**src/rtl/bmdma_pkg.sv**
```systemverilog
package bmdma_pkg;
  localparam int PTR_W      = 32;
  localparam int REG_W      = 8;
  localparam int CHAN_STRIDE = 8;
  localparam int CMD_OFF    = 0;
  localparam int STS_OFF    = 2;
  localparam int PTR_OFF    = 4;
  localparam int BIT_START  = 0;
  localparam int BIT_DIR    = 3;
  localparam int BIT_ACT    = 0;
  localparam int BIT_ERR    = 1;
  localparam int BIT_INT    = 2;
  localparam logic [REG_W-1:0] STS_RESET = 8'h60;

  typedef enum logic [1:0] {
    SZ_BYTE = 2'd0,
    SZ_HALF = 2'd1,
    SZ_WORD = 2'd2,
    SZ_BAD  = 2'd3
  } wrSize_e;

  typedef struct packed {
    logic             cmdWe;
    logic [REG_W-1:0] cmdVal;
    logic             stsWe;
    logic [REG_W-1:0] stsVal;
    logic             ptrWe;
    logic [PTR_W-1:0] ptrVal;
    logic             setAct;
    logic             clrAct;
  } chanStrobe_t;
endpackage

```
**src/rtl/bmdma_ctrl.sv**
```systemverilog
module bmdma_ctrl
  import bmdma_pkg::*;
#(
  parameter int NUM_CHAN = 2,
  localparam int CH_W   = (NUM_CHAN > 1) ? $clog2(NUM_CHAN) : 1,
  localparam int LOC_W  = $clog2(CHAN_STRIDE),
  localparam int ADDR_W = CH_W + LOC_W,
  localparam int DRV_W  = CH_W + 1
) (
  input  logic                             clk,
  input  logic                             rstN,
  input  logic                             busMasterEn,
  input  logic [NUM_CHAN-1:0]              devSel,
  input  logic [2*NUM_CHAN-1:0]            drivePresent,
  input  logic                             wrEn,
  input  logic [ADDR_W-1:0]                wrAddr,
  input  logic [1:0]                       wrSize,
  input  logic [PTR_W-1:0]                 wrData,
  input  logic [NUM_CHAN-1:0][REG_W-1:0]   cmdQ,
  input  logic [NUM_CHAN-1:0][REG_W-1:0]   stsQ,
  input  logic [NUM_CHAN-1:0][PTR_W-1:0]   ptrQ,
  output chanStrobe_t [NUM_CHAN-1:0]       strobes,
  output logic                             dmaStart,
  output logic                             dmaAbort,
  output logic [DRV_W-1:0]                 dmaDrive,
  output logic [PTR_W-1:0]                 dmaPtr,
  output logic                             sizeErr,
  output logic                             driveErr
);
  logic              accept;
  logic [CH_W-1:0]   chanSel;
  logic [LOC_W-1:0]  loc;
  logic              chanValid;
  logic              isByteReg;
  logic              isPtrReg;
  logic              badSize;

  assign accept    = wrEn && busMasterEn;
  assign chanSel   = wrAddr[ADDR_W-1:LOC_W];
  assign loc       = wrAddr[LOC_W-1:0];
  assign chanValid = (int'(chanSel) < NUM_CHAN);
  assign isByteReg = chanValid && (loc == LOC_W'(CMD_OFF) || loc == LOC_W'(STS_OFF));
  assign isPtrReg  = chanValid && (loc == LOC_W'(PTR_OFF));
  assign badSize   = accept && ((wrSize == SZ_BAD) ||
                                (isByteReg && wrSize != SZ_BYTE) ||
                                (isPtrReg && wrSize != SZ_WORD));

  for (genvar c = 0; c < NUM_CHAN; c++) begin : gChan
    logic        hit;
    logic [REG_W-1:0] cmdNext;
    chanStrobe_t sLocal;

    assign hit = accept && chanValid && (chanSel == CH_W'(c));

    always_comb begin
      cmdNext = wrData[REG_W-1:0];
      if (cmdQ[c][BIT_START]) cmdNext[BIT_DIR] = cmdQ[c][BIT_DIR];
      sLocal        = '0;
      sLocal.cmdWe  = hit && (loc == LOC_W'(CMD_OFF)) && (wrSize == SZ_BYTE);
      sLocal.cmdVal = cmdNext;
      sLocal.setAct = sLocal.cmdWe && !cmdQ[c][BIT_START] && cmdNext[BIT_START];
      sLocal.clrAct = sLocal.cmdWe && cmdQ[c][BIT_START] && !cmdNext[BIT_START];
      sLocal.stsWe  = hit && (loc == LOC_W'(STS_OFF)) && (wrSize == SZ_BYTE);
      sLocal.stsVal = {wrData[REG_W-1:3],
                       stsQ[c][BIT_INT] & ~wrData[BIT_INT],
                       stsQ[c][BIT_ERR] & ~wrData[BIT_ERR],
                       stsQ[c][BIT_ACT]};
      sLocal.ptrWe  = hit && (loc == LOC_W'(PTR_OFF)) && (wrSize == SZ_WORD);
      sLocal.ptrVal = {wrData[PTR_W-1:2], 2'b00};
    end

    assign strobes[c] = sLocal;
  end

  logic             startNext, abortNext, driveErrNext;
  logic [DRV_W-1:0] driveNext;
  logic [PTR_W-1:0] ptrNext;

  always_comb begin
    startNext    = 1'b0;
    abortNext    = 1'b0;
    driveErrNext = 1'b0;
    driveNext    = '0;
    ptrNext      = '0;
    for (int c = 0; c < NUM_CHAN; c++) begin
      if (strobes[c].setAct || strobes[c].clrAct) begin
        driveNext    = {CH_W'(c), devSel[c]};
        ptrNext      = ptrQ[c];
        startNext    = strobes[c].setAct && drivePresent[driveNext];
        abortNext    = strobes[c].clrAct && drivePresent[driveNext];
        driveErrNext = !drivePresent[driveNext];
      end
    end
  end

  always_ff @(posedge clk or negedge rstN) begin
    if (!rstN) begin
      dmaStart <= 1'b0;
      dmaAbort <= 1'b0;
      dmaDrive <= '0;
      dmaPtr   <= '0;
      sizeErr  <= 1'b0;
      driveErr <= 1'b0;
    end else begin
      dmaStart <= startNext;
      dmaAbort <= abortNext;
      dmaDrive <= driveNext;
      dmaPtr   <= ptrNext;
      sizeErr  <= badSize;
      driveErr <= driveErrNext;
    end
  end

  // at most one of the pulse outputs per cycle
  assert_pulse_exclusive_R12: assert property (@(posedge clk) disable iff (!rstN)
    $onehot0({dmaStart, dmaAbort, driveErr}));

  // a wrong-width write is reported one cycle later
  assert_size_flag_R9: assert property (@(posedge clk) disable iff (!rstN)
    (accept && wrSize == SZ_BAD) |=> sizeErr);
endmodule

```
**src/rtl/bmdma_datapath.sv**
```systemverilog
module bmdma_datapath
  import bmdma_pkg::*;
#(
  parameter int NUM_CHAN = 2,
  localparam int CH_W      = (NUM_CHAN > 1) ? $clog2(NUM_CHAN) : 1,
  localparam int LOC_W     = $clog2(CHAN_STRIDE),
  localparam int ADDR_W    = CH_W + LOC_W,
  localparam int IMG_BYTES = NUM_CHAN * CHAN_STRIDE
) (
  input  logic                             clk,
  input  logic                             rstN,
  input  chanStrobe_t [NUM_CHAN-1:0]       strobes,
  input  logic                             doneValid,
  input  logic [CH_W-1:0]                  doneChan,
  input  logic [ADDR_W-1:0]                rdAddr,
  output logic [PTR_W-1:0]                 rdData,
  output logic [NUM_CHAN-1:0][REG_W-1:0]   cmdQ,
  output logic [NUM_CHAN-1:0][REG_W-1:0]   stsQ,
  output logic [NUM_CHAN-1:0][PTR_W-1:0]   ptrQ,
  output logic                             irq
);
  for (genvar c = 0; c < NUM_CHAN; c++) begin : gReg
    logic doneHit;
    logic [REG_W-1:0] cmdNext, stsNext;

    assign doneHit = doneValid && (doneChan == CH_W'(c));

    always_comb begin
      cmdNext = strobes[c].cmdWe ? strobes[c].cmdVal : cmdQ[c];
      stsNext = strobes[c].stsWe ? strobes[c].stsVal : stsQ[c];
      if (strobes[c].setAct) stsNext[BIT_ACT] = 1'b1;
      if (strobes[c].clrAct) stsNext[BIT_ACT] = 1'b0;
      if (doneHit) begin
        cmdNext[BIT_START] = 1'b0;
        stsNext[BIT_ACT]   = 1'b0;
        stsNext[BIT_INT]   = 1'b1;
      end
    end

    always_ff @(posedge clk or negedge rstN) begin
      if (!rstN) begin
        cmdQ[c] <= '0;
        stsQ[c] <= STS_RESET;
        ptrQ[c] <= '0;
      end else begin
        cmdQ[c] <= cmdNext;
        stsQ[c] <= stsNext;
        if (strobes[c].ptrWe) ptrQ[c] <= strobes[c].ptrVal;
      end
    end

    // direction bit frozen while start stays set
    assert_dir_locked_R2: assert property (@(posedge clk) disable iff (!rstN)
      ($past(cmdQ[c][BIT_START]) && cmdQ[c][BIT_START]) |-> $stable(cmdQ[c][BIT_DIR]));

    // a rising start bit comes with the active flag
    assert_start_sets_active_R3: assert property (@(posedge clk) disable iff (!rstN)
      $rose(cmdQ[c][BIT_START]) |-> stsQ[c][BIT_ACT]);

    // completion stops the channel and latches the interrupt
    assert_done_effect_R7: assert property (@(posedge clk) disable iff (!rstN)
      doneHit |=> (!cmdQ[c][BIT_START] && !stsQ[c][BIT_ACT] && stsQ[c][BIT_INT]));

    // stored pointer is always dword aligned
    assert_ptr_aligned_R8: assert property (@(posedge clk) disable iff (!rstN)
      ptrQ[c][1:0] == 2'b00);
  end

  logic [IMG_BYTES-1:0][7:0] img;

  always_comb begin
    img = '0;
    for (int c = 0; c < NUM_CHAN; c++) begin
      img[c*CHAN_STRIDE + CMD_OFF] = cmdQ[c];
      img[c*CHAN_STRIDE + STS_OFF] = stsQ[c];
      for (int b = 0; b < PTR_W/8; b++)
        img[c*CHAN_STRIDE + PTR_OFF + b] = ptrQ[c][b*8 +: 8];
    end
  end

  always_comb begin
    rdData = '0;
    for (int i = 0; i < PTR_W/8; i++) begin
      if (int'(rdAddr) + i < IMG_BYTES)
        rdData[i*8 +: 8] = img[int'(rdAddr) + i];
    end
  end

  always_comb begin
    irq = 1'b0;
    for (int c = 0; c < NUM_CHAN; c++) irq = irq | stsQ[c][BIT_INT];
  end
endmodule

```
**src/rtl/bmdma_regs.sv**
```systemverilog
module bmdma_regs
  import bmdma_pkg::*;
#(
  parameter int NUM_CHAN = 2,
  localparam int CH_W   = (NUM_CHAN > 1) ? $clog2(NUM_CHAN) : 1,
  localparam int LOC_W  = $clog2(CHAN_STRIDE),
  localparam int ADDR_W = CH_W + LOC_W,
  localparam int DRV_W  = CH_W + 1
) (
  input  logic                  clk,
  input  logic                  rstN,
  input  logic                  busMasterEn,
  input  logic [NUM_CHAN-1:0]   devSel,
  input  logic [2*NUM_CHAN-1:0] drivePresent,
  input  logic                  wrEn,
  input  logic [ADDR_W-1:0]     wrAddr,
  input  logic [1:0]            wrSize,
  input  logic [PTR_W-1:0]      wrData,
  input  logic [ADDR_W-1:0]     rdAddr,
  output logic [PTR_W-1:0]      rdData,
  input  logic                  doneValid,
  input  logic [CH_W-1:0]       doneChan,
  output logic                  dmaStart,
  output logic                  dmaAbort,
  output logic [DRV_W-1:0]      dmaDrive,
  output logic [PTR_W-1:0]      dmaPtr,
  output logic                  sizeErr,
  output logic                  driveErr,
  output logic                  irq
);
  chanStrobe_t [NUM_CHAN-1:0]     strobes;
  logic [NUM_CHAN-1:0][REG_W-1:0] cmdQ;
  logic [NUM_CHAN-1:0][REG_W-1:0] stsQ;
  logic [NUM_CHAN-1:0][PTR_W-1:0] ptrQ;

  bmdma_ctrl #(.NUM_CHAN(NUM_CHAN)) u_ctrl (
    .clk(clk), .rstN(rstN), .busMasterEn(busMasterEn), .devSel(devSel),
    .drivePresent(drivePresent), .wrEn(wrEn), .wrAddr(wrAddr), .wrSize(wrSize),
    .wrData(wrData), .cmdQ(cmdQ), .stsQ(stsQ), .ptrQ(ptrQ), .strobes(strobes),
    .dmaStart(dmaStart), .dmaAbort(dmaAbort), .dmaDrive(dmaDrive), .dmaPtr(dmaPtr),
    .sizeErr(sizeErr), .driveErr(driveErr)
  );

  bmdma_datapath #(.NUM_CHAN(NUM_CHAN)) u_dp (
    .clk(clk), .rstN(rstN), .strobes(strobes), .doneValid(doneValid),
    .doneChan(doneChan), .rdAddr(rdAddr), .rdData(rdData), .cmdQ(cmdQ),
    .stsQ(stsQ), .ptrQ(ptrQ), .irq(irq)
  );

  // with bus mastering off and no completion, registers hold
  assert_disabled_ignored_R10: assert property (@(posedge clk) disable iff (!rstN)
    (!busMasterEn && !doneValid) |=> ($stable(cmdQ) && $stable(stsQ) && $stable(ptrQ)));

  // a completion leaves the interrupt output high
  assert_done_raises_irq_R11: assert property (@(posedge clk) disable iff (!rstN)
    doneValid |=> irq);
endmodule

```
**config.mk**
```make
export PLATFORM = sky130hd
export DESIGN_NAME = bmdma_regs
export DESIGN_NICKNAME = d
export VERILOG_FILES = /design/src/rtl/bmdma_pkg.sv /design/src/rtl/bmdma_ctrl.sv /design/src/rtl/bmdma_datapath.sv /design/src/rtl/bmdma_regs.sv
export SDC_FILE = /design/constraint.sdc
export NUM_CORES = 1
export LEC_CHECK = 0
export ABC_CLOCK_PERIOD_IN_PS = 2500
export BUFFER_PORTS_ARGS = -buffer_cell sky130_fd_sc_hd__buf_2
export CORE_MARGIN = 2
export CORE_UTILIZATION = 40
export DETAILED_ROUTE_END_ITERATION = 10
export GPL_TIMING_DRIVEN = 0
export SETUP_SLACK_MARGIN = 0.5
export SYNTH_ARGS = -nofsm -noshare
export SYNTH_HDL_FRONTEND = slang
export SYNTH_HIERARCHICAL = 1
export SYNTH_SLANG_ARGS = --single-unit
```
**constraint.sdc**
```tcl
create_clock -name clk -period 2.5 [get_ports clk]
set_input_delay 0.375 -clock clk [delete_from_list [all_inputs] [get_ports clk]]
set_output_delay 0.375 -clock clk [all_outputs]
set_load 0.02 [all_outputs]
```
==> metrics.md, run 1 <==
| Metric | Value |
|---|---|
| Initial core utilization | 0.404 |
| Core footprint | about 24000 um^2 |
| CP max stage cell | mux4_2 |
| WS Path Type | primary input to output pin |
| Worst Path Arrival | about 2300 ps |
| Critical Path RT | about 2100 ps |
| Layout net count | 1057 |
| Worst setup path startpoint | rdAddr[0] |
| Worst VDD drop | approximately 0.33 mV |
| Clk pwr share | 0.374 |
| Num CTS Buffers | 17 |
| Commonest cells post-synth | dfrtp_1, mux2_2, buf_4 |
| Most common cell on crit path | buf_12 |
| XOR/XNOR Fraction of Synth Area | 0.0144 |
| Setup Skew | approximately 12 ps |
| First-pass GRT wire length | 50100 um |
| Fin. max-slew vios | 0 |
| Wire per inst | 25.3 um |
| Register area share after synthesis | 0.344 |
| Worst skew pair latency | around 430 ps |
| Die Ht | 160 um |
| Synth Area in Simple Gates | 0.0806 |
| Comb pwr share | 0.266 |
| RSZ-0062 raised after global routing | true |
| Clock Sinks | roughly 130 |
| Crit. End Element | output pin |
| Worst hold path class | primary input to flop |
| Drt pass-1 iters | 7 |
| Mapped Cells | about 840 |
| DRT antenna net count | 0 |
| RR Endpoint | u_ctrl/dmaPtr[3]$_DFF_PN0_ |
| Reg2Reg Setup Slack | approximately 600 ps |
| Largest family of logic cells by synthesized area | multiplexers |
| Critical Path Source Type | primary input |
| EDFF count, synth | 0 |
| Synth Area per Inst | 11.7 um^2 |
| Synth Cell Area | 9750 um^2 |
| Crit-path max FO | 6 |
| Most common cell in the netlist | dfrtp_1 |
| Power density over the cells | 546 nW/um^2 |
| Final GP Congestion | slightly below 1 |
| Vias | 8002 |
| Most used DFF post-synth | dfrtp_1 |
| Vias in the first global route | 7758 |
| Antenna violations before repair | 1 |
| Net switching fraction of the power | 0.302 |
| Total track usage | 0.262 |
| Adder-cell share of the synthesized area | 0.00513 |
| # port buffers | 94 |
| Worst reg2reg path depth | 4 |
| DIE WIDTH | 160 um |
| Total routed wirelength | 33800 um |
| Setup-failing EPs final | 20 |
| Hpwl dp | 23800 um |
| Die Area | 25600 um^2 |
| Area Overhead vs Synth | 31.6% |
| Part of the power in registers | 0.360 |
| Starting DRC count in detailed routing | 754 |
| Count of different cell masters after synthesis | 48 |
| Top cell type by total area after synthesis | dfrtp_1 |
| Place WS | -595 ps |
| Crit-path max cell delay | 300 ps |
| Slew @ Worst Pin | ~720 ps |
| Setup ws final | -188 ps |
| Largest net degree at the start of global routing | 93 |
| Static Leak | 5.55 nW |
| Switch Pwr | 0.00211 W |
| P_int | 0.00489 W |
| Clk pin slew, worst setup/hold paths | approximately 60 ps |
| WP depth | 14 |
| Kind of cell adding the most delay to the critical path | buffers and inverters |
| Total grt overflow | 0 |
| Final setup TNS | -2650 ps |
| Slew HR | 0.517 |
| CTS tree | built |
| Ys async rst share | 1.00 |
| Min Tclk post-route | 2690 ps |
| Compound-Gate Fraction of Synth Area | 0.0914 |
| H-tree Lvls | 4 |
| Worst R2R Start | u_dp/cmdQ[0]$_DFFE_PN0P_ |
| Achievable frequency | ~0.37 GHz |
| Top cells by area, synth | dfrtp_1, mux4_2, mux2_2 |
| Failing checks | negative setup slack |
| Multiplexer share of the synthesized area | 0.337 |
| IO Pins | 125 |
| # rows | 57 |
| Clock Path Buffers | 2 |
| Status | finished, violations left |
| Root Buffer | clkbuf_16 |
| Layout cells sized above 1 | 0.645 |
| CP cell instances | buf_8 -> buf_12 -> buf_12 -> buf_12 -> clkinv_8 -> ha_4 -> buf_12 -> buf_8 -> buf_12 -> mux4_2 -> inv_2 -> o221ai_2 -> and3_4 -> buf_6 |
| Routed vias/inst | 5.99 |
| Max_cap viols | 0 |
| DRC | 0 |
| Synth warnings | 6 |
| Final Cycle Share | 1.08 |
| Final hold vios | 0 |
| Worst path buffer plus inverter count | 10 |
| Synth top area share | 0.334 |
| Critical Path End | rdData[24] |
| Synthesis-stage register bit count | 134 |
## sequential cells by signal, indices dropped and copies added (netlist names)
name,flops
u_ctrl/dmaAbort,1
u_ctrl/dmaDrive,2
u_ctrl/dmaPtr,32
u_ctrl/dmaStart,1
u_ctrl/driveErr,1
u_ctrl/sizeErr,1
u_dp/cmdQ,16
u_dp/ptrQ,64
u_dp/stsQ,16
## power groups by stage
stage | combinational, W | sequential (W) | clock [W]
after floorplan | 0.00108 | 0.00244 | 0
after global placement | 0.00144 | 0.00254 | 0
after detailed placement | 0.00146 | 0.00255 | 0
after CTS | 0.00172 | 0.00251 | 0.00267
after global routing | 0.00195 | 0.00254 | 0.00276
final | 0.00187 | 0.00252 | 0.00262
## metrics by stage
stage               instances  hold slack (ps)  total power, W  cell area, um^2   util
global placement         1256              569         0.00397            10900  0.452
CTS                      1317              150         0.00689            12400  0.514
detailed placement       1257              333         0.00400            10900  0.454
global route             1335              163         0.00725            12800  0.532
finish                   1336              172         0.00701            12800  0.532
floorplan                 838             79.4         0.00352            10000      -
## worst register-to-register path, delay by kind of cell, from the launching register on
kind	cells	cell delay, ps
AO/OA/AOI/OAI	1	280
XOR/XNOR	1	550
buffers and inverters	1	230
flip-flops	1	640
AND/OR/NAND/NOR	1	80
## area by class of cell
cell class | count | area, um^2
well taps | 324 | 405
repair buffers | 142 | 1220
plain buffers | 155 | 1390
clock inverters | 11 | 148
diodes | 1 | 2.50
fillers | 2117 | 11300
clock buffers | 20 | 447
flip-flops and latches | 134 | 3390
multi-input cells | 513 | 5680
inverters | 36 | 155
## layout by cell type (no fill, tap or decap), types with 4 or more instances in the layout
cell	n
buf_6	38
clkinv_1	7
mux2_2	113
mux4_2	72
o21ai_1	8
a21oi_1	30
o221ai_2	12
nor2b_1	9
inv_1	13
o221ai_1	20
clkbuf_2	6
inv_2	14
dfrtp_1	106
nor3_1	5
nor2_1	17
buf_2	76
mux2i_2	6
a21oi_2	24
a22o_1	8
clkbuf_8	5
nand3_1	71
dfstp_2	4
xor2_4	4
mux2i_1	29
buf_8	7
clkbuf_16	23
and3_4	24
clkbuf_1	9
buf_12	18
a211oi_2	16
dfrtp_2	24
buf_4	130
conb_1	4
## kinds of logic (layout without fill, tap and decap cells)
| family | count (synthesis) | after routing |
|---|---|---|
| other | 1 | 5 |
| DFF | 134 | 134 |
| and+or+nand+nor | 146 | 146 |
| muxes | 224 | 224 |
| adders and majority gates | 4 | 4 |
| AOI/OAI and AO/OA | 125 | 125 |
| buffers and inverters | 191 | 364 |
| xor gates and xnor gates | 10 | 10 |
## how the worst min path moves through the flow
stage | start | endpoint | slack (ps) | cells after the start
6_report | doneValid | u_dp/cmdQ[8]$_DFFE_PN0P_ | 170 | 2
5_1_grt | wrData[29] | u_dp/ptrQ[61]$_DFFE_PN0P_ | 160 | 2
4_1_cts | doneValid | u_dp/cmdQ[8]$_DFFE_PN0P_ | 150 | 2
3_5_place_dp | rstN | u_dp/stsQ[4]$_DFFE_PN0P_ | 330 | 1
3_3_place_gp | u_dp/stsQ[3]$_DFFE_PN0P_ | u_dp/stsQ[3]$_DFFE_PN0P_ | 570 | 1
2_1_floorplan | rstN | u_ctrl/dmaAbort$_DFF_PN0_ | 80 | 0
## timing repair
action / CTS / global route
hold endpoints to repair: 42 / 0
setup buffers: 25 / 14
resized for setup: 156 / 65
endpoints found under the setup margin: 106 / 35
gates cloned: 3 / 4
pin swaps: 26 / 26
hold buffers: 1 / 0
## layer usage
layer | wire, um | global-route usage | up-vias
met5 | 0 | 0 | -
met4 | 790 | 0.0741 | 0
met3 | 3310 | 0.0629 | 66
met2 | 15700 | 0.409 | 507
met1 | 14100 | 0.366 | 4040
li1 | - | - | 3389
(Power assumes the default switching activity.)
==> inputs of run 2 (changes only) <==
--- a/config.mk
+++ b/config.mk
@@ -7,7 +7,6 @@
 export LEC_CHECK = 0
 export ABC_CLOCK_PERIOD_IN_PS = 2500
 export BUFFER_PORTS_ARGS = -buffer_cell sky130_fd_sc_hd__buf_2
-export CORE_MARGIN = 2
 export CORE_UTILIZATION = 40
 export DETAILED_ROUTE_END_ITERATION = 10
 export GPL_TIMING_DRIVEN = 0
==> run 2 against run 1 <==
Effect of this change: the run still ends with negative setup slack left; via count fell by 3.0%; flip-flop and latch count stayed put; global-route usage up 0.75 points.
==> metrics.md, run 2 (synthesis gave the netlist of run 1 again) <==
| Metric | Value |
|---|---|
| Status | finished, violations left |
| Failing checks | negative setup slack |
| CP cell instances | buf_8 -> buf_12 -> buf_12 -> buf_12 -> inv_6 -> ha_4 -> buf_12 -> buf_12 -> mux4_2 -> inv_2 -> o221ai_1 -> and3_4 -> buf_6 |
| Total routed wirelength | 32300 um |
| Worst setup path startpoint | rdAddr[0] |
| Final GP Congestion | 0.947 |
| Largest net degree at the start of global routing | 74 |
| WP depth | 13 |
| Vias | ~7800 |
| Critical Path RT | 2120 ps |
| Diodes inserted | 0 |
| Kind of cell adding the most delay to the critical path | buffers and inverters |
| Setup Skew | ~15 ps |
| Clock Sinks | 134 |
| Die Ht | between 150 and 200 um |
| Final setup TNS | -1520 ps |
| Layout net count | 1030 |
| Worst skew pair latency | 430 ps |
| RR Endpoint | u_ctrl/dmaPtr[3]$_DFF_PN0_ |
| Worst Path Arrival | 2240 ps |
| Root Buffer | clkbuf_16 |
| Crit-path max FO | 10 |
| Switch Pwr | between 0.002 and 0.0025 W |
| Initial core utilization | 0.412 |
| Total track usage | 0.270 |
| DRC | 0 |
| Num CTS Buffers | 17 |
| Comb pwr share | 0.255 |
| # rows | between 50 and 60 |
| Starting DRC count in detailed routing | 650 |
| Area Overhead vs Synth | 26.8% |
| RSZ-0062 raised after global routing | true |
| Clk pin slew, worst setup/hold paths | 70 ps |
| Most frequent cells in the layout | mux2_2, dfrtp_1, buf_4 |
| Biggest register | u_dp/ptrQ |
| Finished Layout Cells | 1303 |
| Critical Path End | rdData[9] |
| Critical Path Source Type | primary input |
| Drt pass-1 iters | 7 |
| Max FFs per register | 64 |
| DRT antenna net count | 0 |
| Wire per inst | 24.8 um |
| Worst reg2reg path depth | 4 |
| Setup-failing EPs final | 24 |
| Number of fill cells in the layout | 2118 |
| Slew HR | 0.483 |
| Regs by FF count | u_dp/ptrQ: 64 flops, u_ctrl/dmaPtr: 32 flops |
| IO Pins | 125 |
| H-tree Lvls | 4 |
| Hpwl dp | 23600 um |
| Cells after DPL | 1252 |
| Achievable frequency | approximately 0.38 GHz |
| Worst hold path class | primary input to flop |
| Crit. End Element | output pin |
| CP max stage cell | mux4_2 |
| WS Path Type | primary input to output pin |
| Worst R2R Start | u_dp/cmdQ[0]$_DFFE_PN0P_ |
| Place WS | -593 ps |
| Worst path buffer plus inverter count | 9 |
| Core footprint | around 24000 um^2 |
| Setup ws final | -118 ps |
| Vias in the first global route | between 7000 and 8000 |
| Clk pwr share | 0.374 |
| Area occupied by multi-input gates | 5630 um^2 |
| Worst VDD drop | between 0.4 and 0.5 mV |
| DIE WIDTH | 158 um |
| Part of the power in registers | 0.371 |
| CTS tree | built |
| Layout cells sized above 1 | 0.630 |
| Max_cap viols | 0 |
| Most common cell on crit path | buf_12 |
| # port buffers | 94 |
| FF+latch area | around 3400 um^2 |
| Reg2Reg Setup Slack | 660 ps |
| Slew @ Worst Pin | roughly 780 ps |
| Clock Path Buffers | 2 |
| Final Cycle Share | 1.05 |
| Fin. max-slew vios | 0 |
| Min Tclk post-route | between 2000 and 3000 ps |
| Crit-path max cell delay | 290 ps |
| Total grt overflow | 0 |
| First-pass GRT wire length | 48900 um |
| Power density over the cells | between 500 and 600 nW/um^2 |
| Most common cell after layout, fill and taps aside | mux2_2 |
| Die Area | 25000 um^2 |
| Static Leak | approximately 5.3 nW |
| P_int | 0.00469 W |
| Final hold vios | 0 |
| Antenna violations before repair | 0 |
| Net switching fraction of the power | 0.309 |
| Routed vias/inst | 5.95 |
-- run 2: per-stage QoR --
stage | total power (W) | utilization | area (um^2) | hold WS, ps
6_report | 0.00679 | 0.522 | 12400 | 168
5_1_grt | 0.00703 | 0.522 | 12400 | 161
2_1_floorplan | 0.00352 | - | 10000 | 79.4
4_1_cts | 0.00673 | 0.514 | 12200 | 153
3_3_place_gp | 0.00397 | 0.460 | 10900 | 578
3_5_place_dp | 0.00399 | 0.462 | 10900 | 420
-- run 2: worst min path at each step --
stage / startpoint / depth (start not counted) / slack [ps] / to
after floorplan: rstN / 0 / 80 / u_ctrl/dmaAbort$_DFF_PN0_
after global placement: u_dp/cmdQ[5]$_DFFE_PN0P_ / 1 / 580 / u_dp/cmdQ[5]$_DFFE_PN0P_
after detailed placement: rstN / 1 / 420 / u_dp/ptrQ[26]$_DFFE_PN0P_
after CTS: doneValid / 2 / 150 / u_dp/cmdQ[8]$_DFFE_PN0P_
after global routing: wrData[31] / 2 / 160 / u_dp/ptrQ[31]$_DFFE_PN0P_
final: wrData[17] / 2 / 170 / u_dp/ptrQ[17]$_DFFE_PN0P_
-- run 2: layer usage --
metal  vias to the layer above  track usage  share of wire
li1                       3331            -              -
met1                      3955        0.371           0.43
met2                       420        0.427           0.48
met3                        52       0.0556          0.076
met4                         0       0.0810          0.022
met5                         -            0              0
-- run 2: layout make-up --
type / instances / area share
Sequential cell: 134 / 0.274
Tap cell: 319 / 0.0323
Clock buffer: 18 / 0.0347
Timing Repair Buffer: 115 / 0.0691
Inverter: 36 / 0.0122
Clock inverter: 13 / 0.0118
Multi-Input combinational cell: 513 / 0.455
Buffer: 155 / 0.111
-- run 2: power by group through the flow --
| stage | clock, W | combinational (W) | sequential [W] |
|---|---|---|---|
| final | 0.00254 | 0.00173 | 0.00252 |
| after global routing | 0.00267 | 0.00183 | 0.00254 |
| after CTS | 0.00257 | 0.00165 | 0.00251 |
| after detailed placement | 0 | 0.00145 | 0.00254 |
| after global placement | 0 | 0.00143 | 0.00253 |
| after floorplan | 0 | 0.00108 | 0.00244 |
-- run 2: worst reg2reg max path: stages, from the launching register on --
cell and delay (ps):
dfrtp_1 630, xor2_2 530, buf_6 230, nand3_1 90, a21oi_1 260
-- run 2: repair_timing --
action / CTS / global route
setup endpoints to repair: 107 / 34
resized for setup: 143 / 42
hold buffers: 1 / 0
pin swaps: 22 / 12
hold endpoints to repair: 61 / 0
buffers inserted: 14 / 2
gates cloned: 3 / 0
==> inputs of run 3 (changes only) <==
--- a/config.mk
+++ b/config.mk
@@ -10,8 +10,10 @@
 export CORE_UTILIZATION = 40
 export DETAILED_ROUTE_END_ITERATION = 10
 export GPL_TIMING_DRIVEN = 0
+export MAX_ROUTING_LAYER = met4
 export SETUP_SLACK_MARGIN = 0.5
 export SYNTH_ARGS = -nofsm -noshare
 export SYNTH_HDL_FRONTEND = slang
 export SYNTH_HIERARCHICAL = 1
 export SYNTH_SLANG_ARGS = --single-unit
+export TNS_END_PERCENT = 20
==> run 3 against run 2 <==
Effect of this change: the run still ends with negative setup slack left; cell count decreased by 0.54%; flip-flop and latch count unchanged; clock skew decreased by 4.3 ps; routed wire length increased by 2.3%; largest cell class unchanged; critical path type unchanged; utilization decreased by 1.3 points; first-iteration DRC count increased by 10%; die area unchanged; sequential power about the same; non-clock buffer count decreased by 8; register-to-register slack got worse by 60 ps; fmax decreased by 3.2%.
==> metrics.md, run 3 (synthesis gave the netlist of run 1 again) <==
| Metric | Value |
|---|---|
| Total track usage | 0.281 |
| Slew @ Worst Pin | 784 ps |
| Antenna violations before repair | 1 |
| Die Ht | between 150 and 200 um |
| Most common cell on crit path | buf_12 |
| Max_cap viols | 0 |
| Min Tclk post-route | roughly 2700 ps |
| Cells after DPL | 1252 |
| Status | finished, violations left |
| Crit-path max FO | 7 |
| Clock Sinks | approximately 130 |
| Dpl cell area | 10800 um^2 |
| Fin. max-slew vios | 0 |
| Area Overhead vs Synth | 23.7% |
| Failing checks | negative setup slack |
| Most common cell after layout, fill and taps aside | dfrtp_1 |
| Final Cycle Share | 1.08 |
| Total routed wirelength | 33000 um |
| Clock Path Buffers | 2 |
| Clk pin slew, worst setup/hold paths | 60 ps |
| Routed vias/inst | 5.96 |
| Die Area | 25000 um^2 |
| Power density over the cells | 581 nW/um^2 |
| # rows | 56 |
| Worst reg2reg path depth | 4 |
| Place WS | -634 ps |
| Final hold vios | 0 |
| Critical Path RT | between 2000 and 2500 ps |
| DRC | 0 |
| Worst skew pair latency | between 400 and 500 ps |
| RSZ-0062 raised after global routing | true |
| Layout net count | 1022 |
| Kind of cell adding the most delay to the critical path | buffers and inverters |
| Pwr Total | about 0.007 W |
| Worst path buffer plus inverter count | 9 |
| Static Leak | 5.31 nW |
| Reg2Reg Setup Slack | 600 ps |
| Most frequent cells in the layout | dfrtp_1, mux2_2, buf_4 |
| Finished Cell Area | approximately 12000 um^2 |
| # port buffers | 94 |
| Final setup TNS | -2770 ps |
| DIE WIDTH | 158 um |
| IO Pins | roughly 130 |
| GR peak layer | met2 |
| Vias | 7730 |
| Vias in the first global route | 7376 |
| Global-route met3 utilization | 0.0788 |
| Worst hold path class | primary input to flop |
| WP depth | 13 |
| CP cell instances | buf_12 -> buf_12 -> buf_12 -> clkinvlp_4 -> ha_4 -> buf_12 -> buf_8 -> buf_6 -> mux4_2 -> inv_2 -> o221ai_2 -> and3_4 -> buf_6 |
| Met2 usage | 0.408 |
| Final GP Congestion | 0.970 |
| Max FFs per register | 64 |
| Biggest register | u_dp/ptrQ |
| Setup Skew | 10.5 ps |
| Num CTS Buffers | 17 |
| Clk pwr share | 0.406 |
| Crit. End Element | output pin |
| Worst Path Arrival | 2330 ps |
| Core footprint | 23700 um^2 |
| First-pass GRT wire length | 48700 um |
| DRT antenna net count | 0 |
| Hpwl dp | 24100 um |
| Wire per inst | 25.5 um |
| Root Buffer | clkbuf_16 |
| Hold-critical path depth | 3 |
| Crit-path max cell delay | 360 ps |
| Largest net degree at the start of global routing | 75 |
| Switch Pwr | 0.00209 W |
| Regs by FF count | u_dp/ptrQ: 64 flops, u_ctrl/dmaPtr: 32 flops |
| Met1 usage | 0.383 |
| H-tree Lvls | 4 |
| CP max stage cell | mux4_2 |
| Finished Layout Cells | about 1300 |
| Critical Path Source Type | primary input |
| Achievable frequency | 0.370 GHz |
| Worst VDD drop | 0.342 mV |
| P_int | 0.00491 W |
| Initial core utilization | 0.412 |
| Comb pwr share | 0.235 |
| Part of the power in registers | 0.359 |
| Total grt overflow | 0 |
| Drt pass-1 iters | 5 |
| Slew HR | 0.476 |
| Setup-failing EPs final | 26 |
| CTS tree | built |
| Setup ws final | -204 ps |
| Net switching fraction of the power | 0.299 |
| WS Path Type | primary input to output pin |
| Starting DRC count in detailed routing | 717 |
| Layout cells sized above 1 | 0.576 |
==> run 3: cell types whose count changed in the layout (fill, tap and decap cells not counted), moves of 8 or more <==
cell | before | now
and3_2 | 0 | 8
buf_6 | 27 | 19
o221ai_1 | 18 | 27
a21oi_2 | 24 | 14
dfrtp_2 | 20 | 2
a21oi_1 | 30 | 40
buf_2 | 88 | 96
dfrtp_1 | 110 | 128
and3_4 | 24 | 14
o221ai_2 | 14 | 5
==> run 3: path summary, 6_finish.rpt <==
| kind | to | from |
|---|---|---|
| worst max-delay path | rdData[24] | rdAddr[1] |
| worst min-delay path | u_ctrl/sizeErr$_DFF_PN0_ | busMasterEn |
| worst max register to register | u_ctrl/dmaPtr[7]$_DFF_PN0_ | u_dp/cmdQ[8]$_DFFE_PN0P_ |
| worst min register to register | u_dp/cmdQ[9]$_DFFE_PN0P_ | u_dp/cmdQ[9]$_DFFE_PN0P_ |
| max in group asynchronous | u_dp/ptrQ[28]$_DFFE_PN0P_ | rstN |
| min in group asynchronous | u_dp/cmdQ[4]$_DFFE_PN0P_ | rstN |
==> run 3: cell type report <==
cell class,instances,area (um^2)
Fill cell,2152,11600
Multi-Input combinational cell,513,5450
Sequential cell,134,3360
Buffer,155,1340
Timing Repair Buffer,107,711
Clock buffer,18,429
Tap cell,319,399
Clock inverter,13,219
Inverter,36,146
Antenna cell,1,2.50
==> run 3: metrics by stage <==
stage / utilization / hold slack [ps]
2_1_floorplan: - / 79.4
6_report: 0.509 / 169
5_1_grt: 0.509 / 157
4_1_cts: 0.505 / 150
3_5_place_dp: 0.457 / 400
3_3_place_gp: 0.455 / 570
==> run 3: routing by layer <==
metal | part of all wire | wire (um)
met1 | 0.43 | 14200
met2 | 0.45 | 14800
met4 | 0.024 | 791
met3 | 0.097 | 3190
met5 | 0 | 0
==> run 3: power groups by stage <==
stage	registers (W)	logic, W	clock network [W]
final	0.00252	0.00164	0.00284
after CTS	0.00251	0.00159	0.00289
after global routing	0.00253	0.00173	0.00297
after floorplan	0.00244	0.00104	0
after detailed placement	0.00254	0.00144	0
after global placement	0.00254	0.00142	0
==> run 3: repair_timing <==
| action | in CTS | in global routing |
|---|---|---|
| endpoints found under the setup margin | 104 | 34 |
| hold buffers | 1 | 0 |
| pin swaps | 9 | 6 |
| resized for setup | 109 | 25 |
| cloned | 1 | 0 |
| hold endpoints to repair | 58 | 0 |
| buffers inserted | 9 | 1 |
==> run 3: worst reg2reg max path: stages, from the launching register on <==
cell and delay, ps:
dfrtp_1 560, xor2_2 430, buf_2 360, nand3_1 120, a21oi_1 310
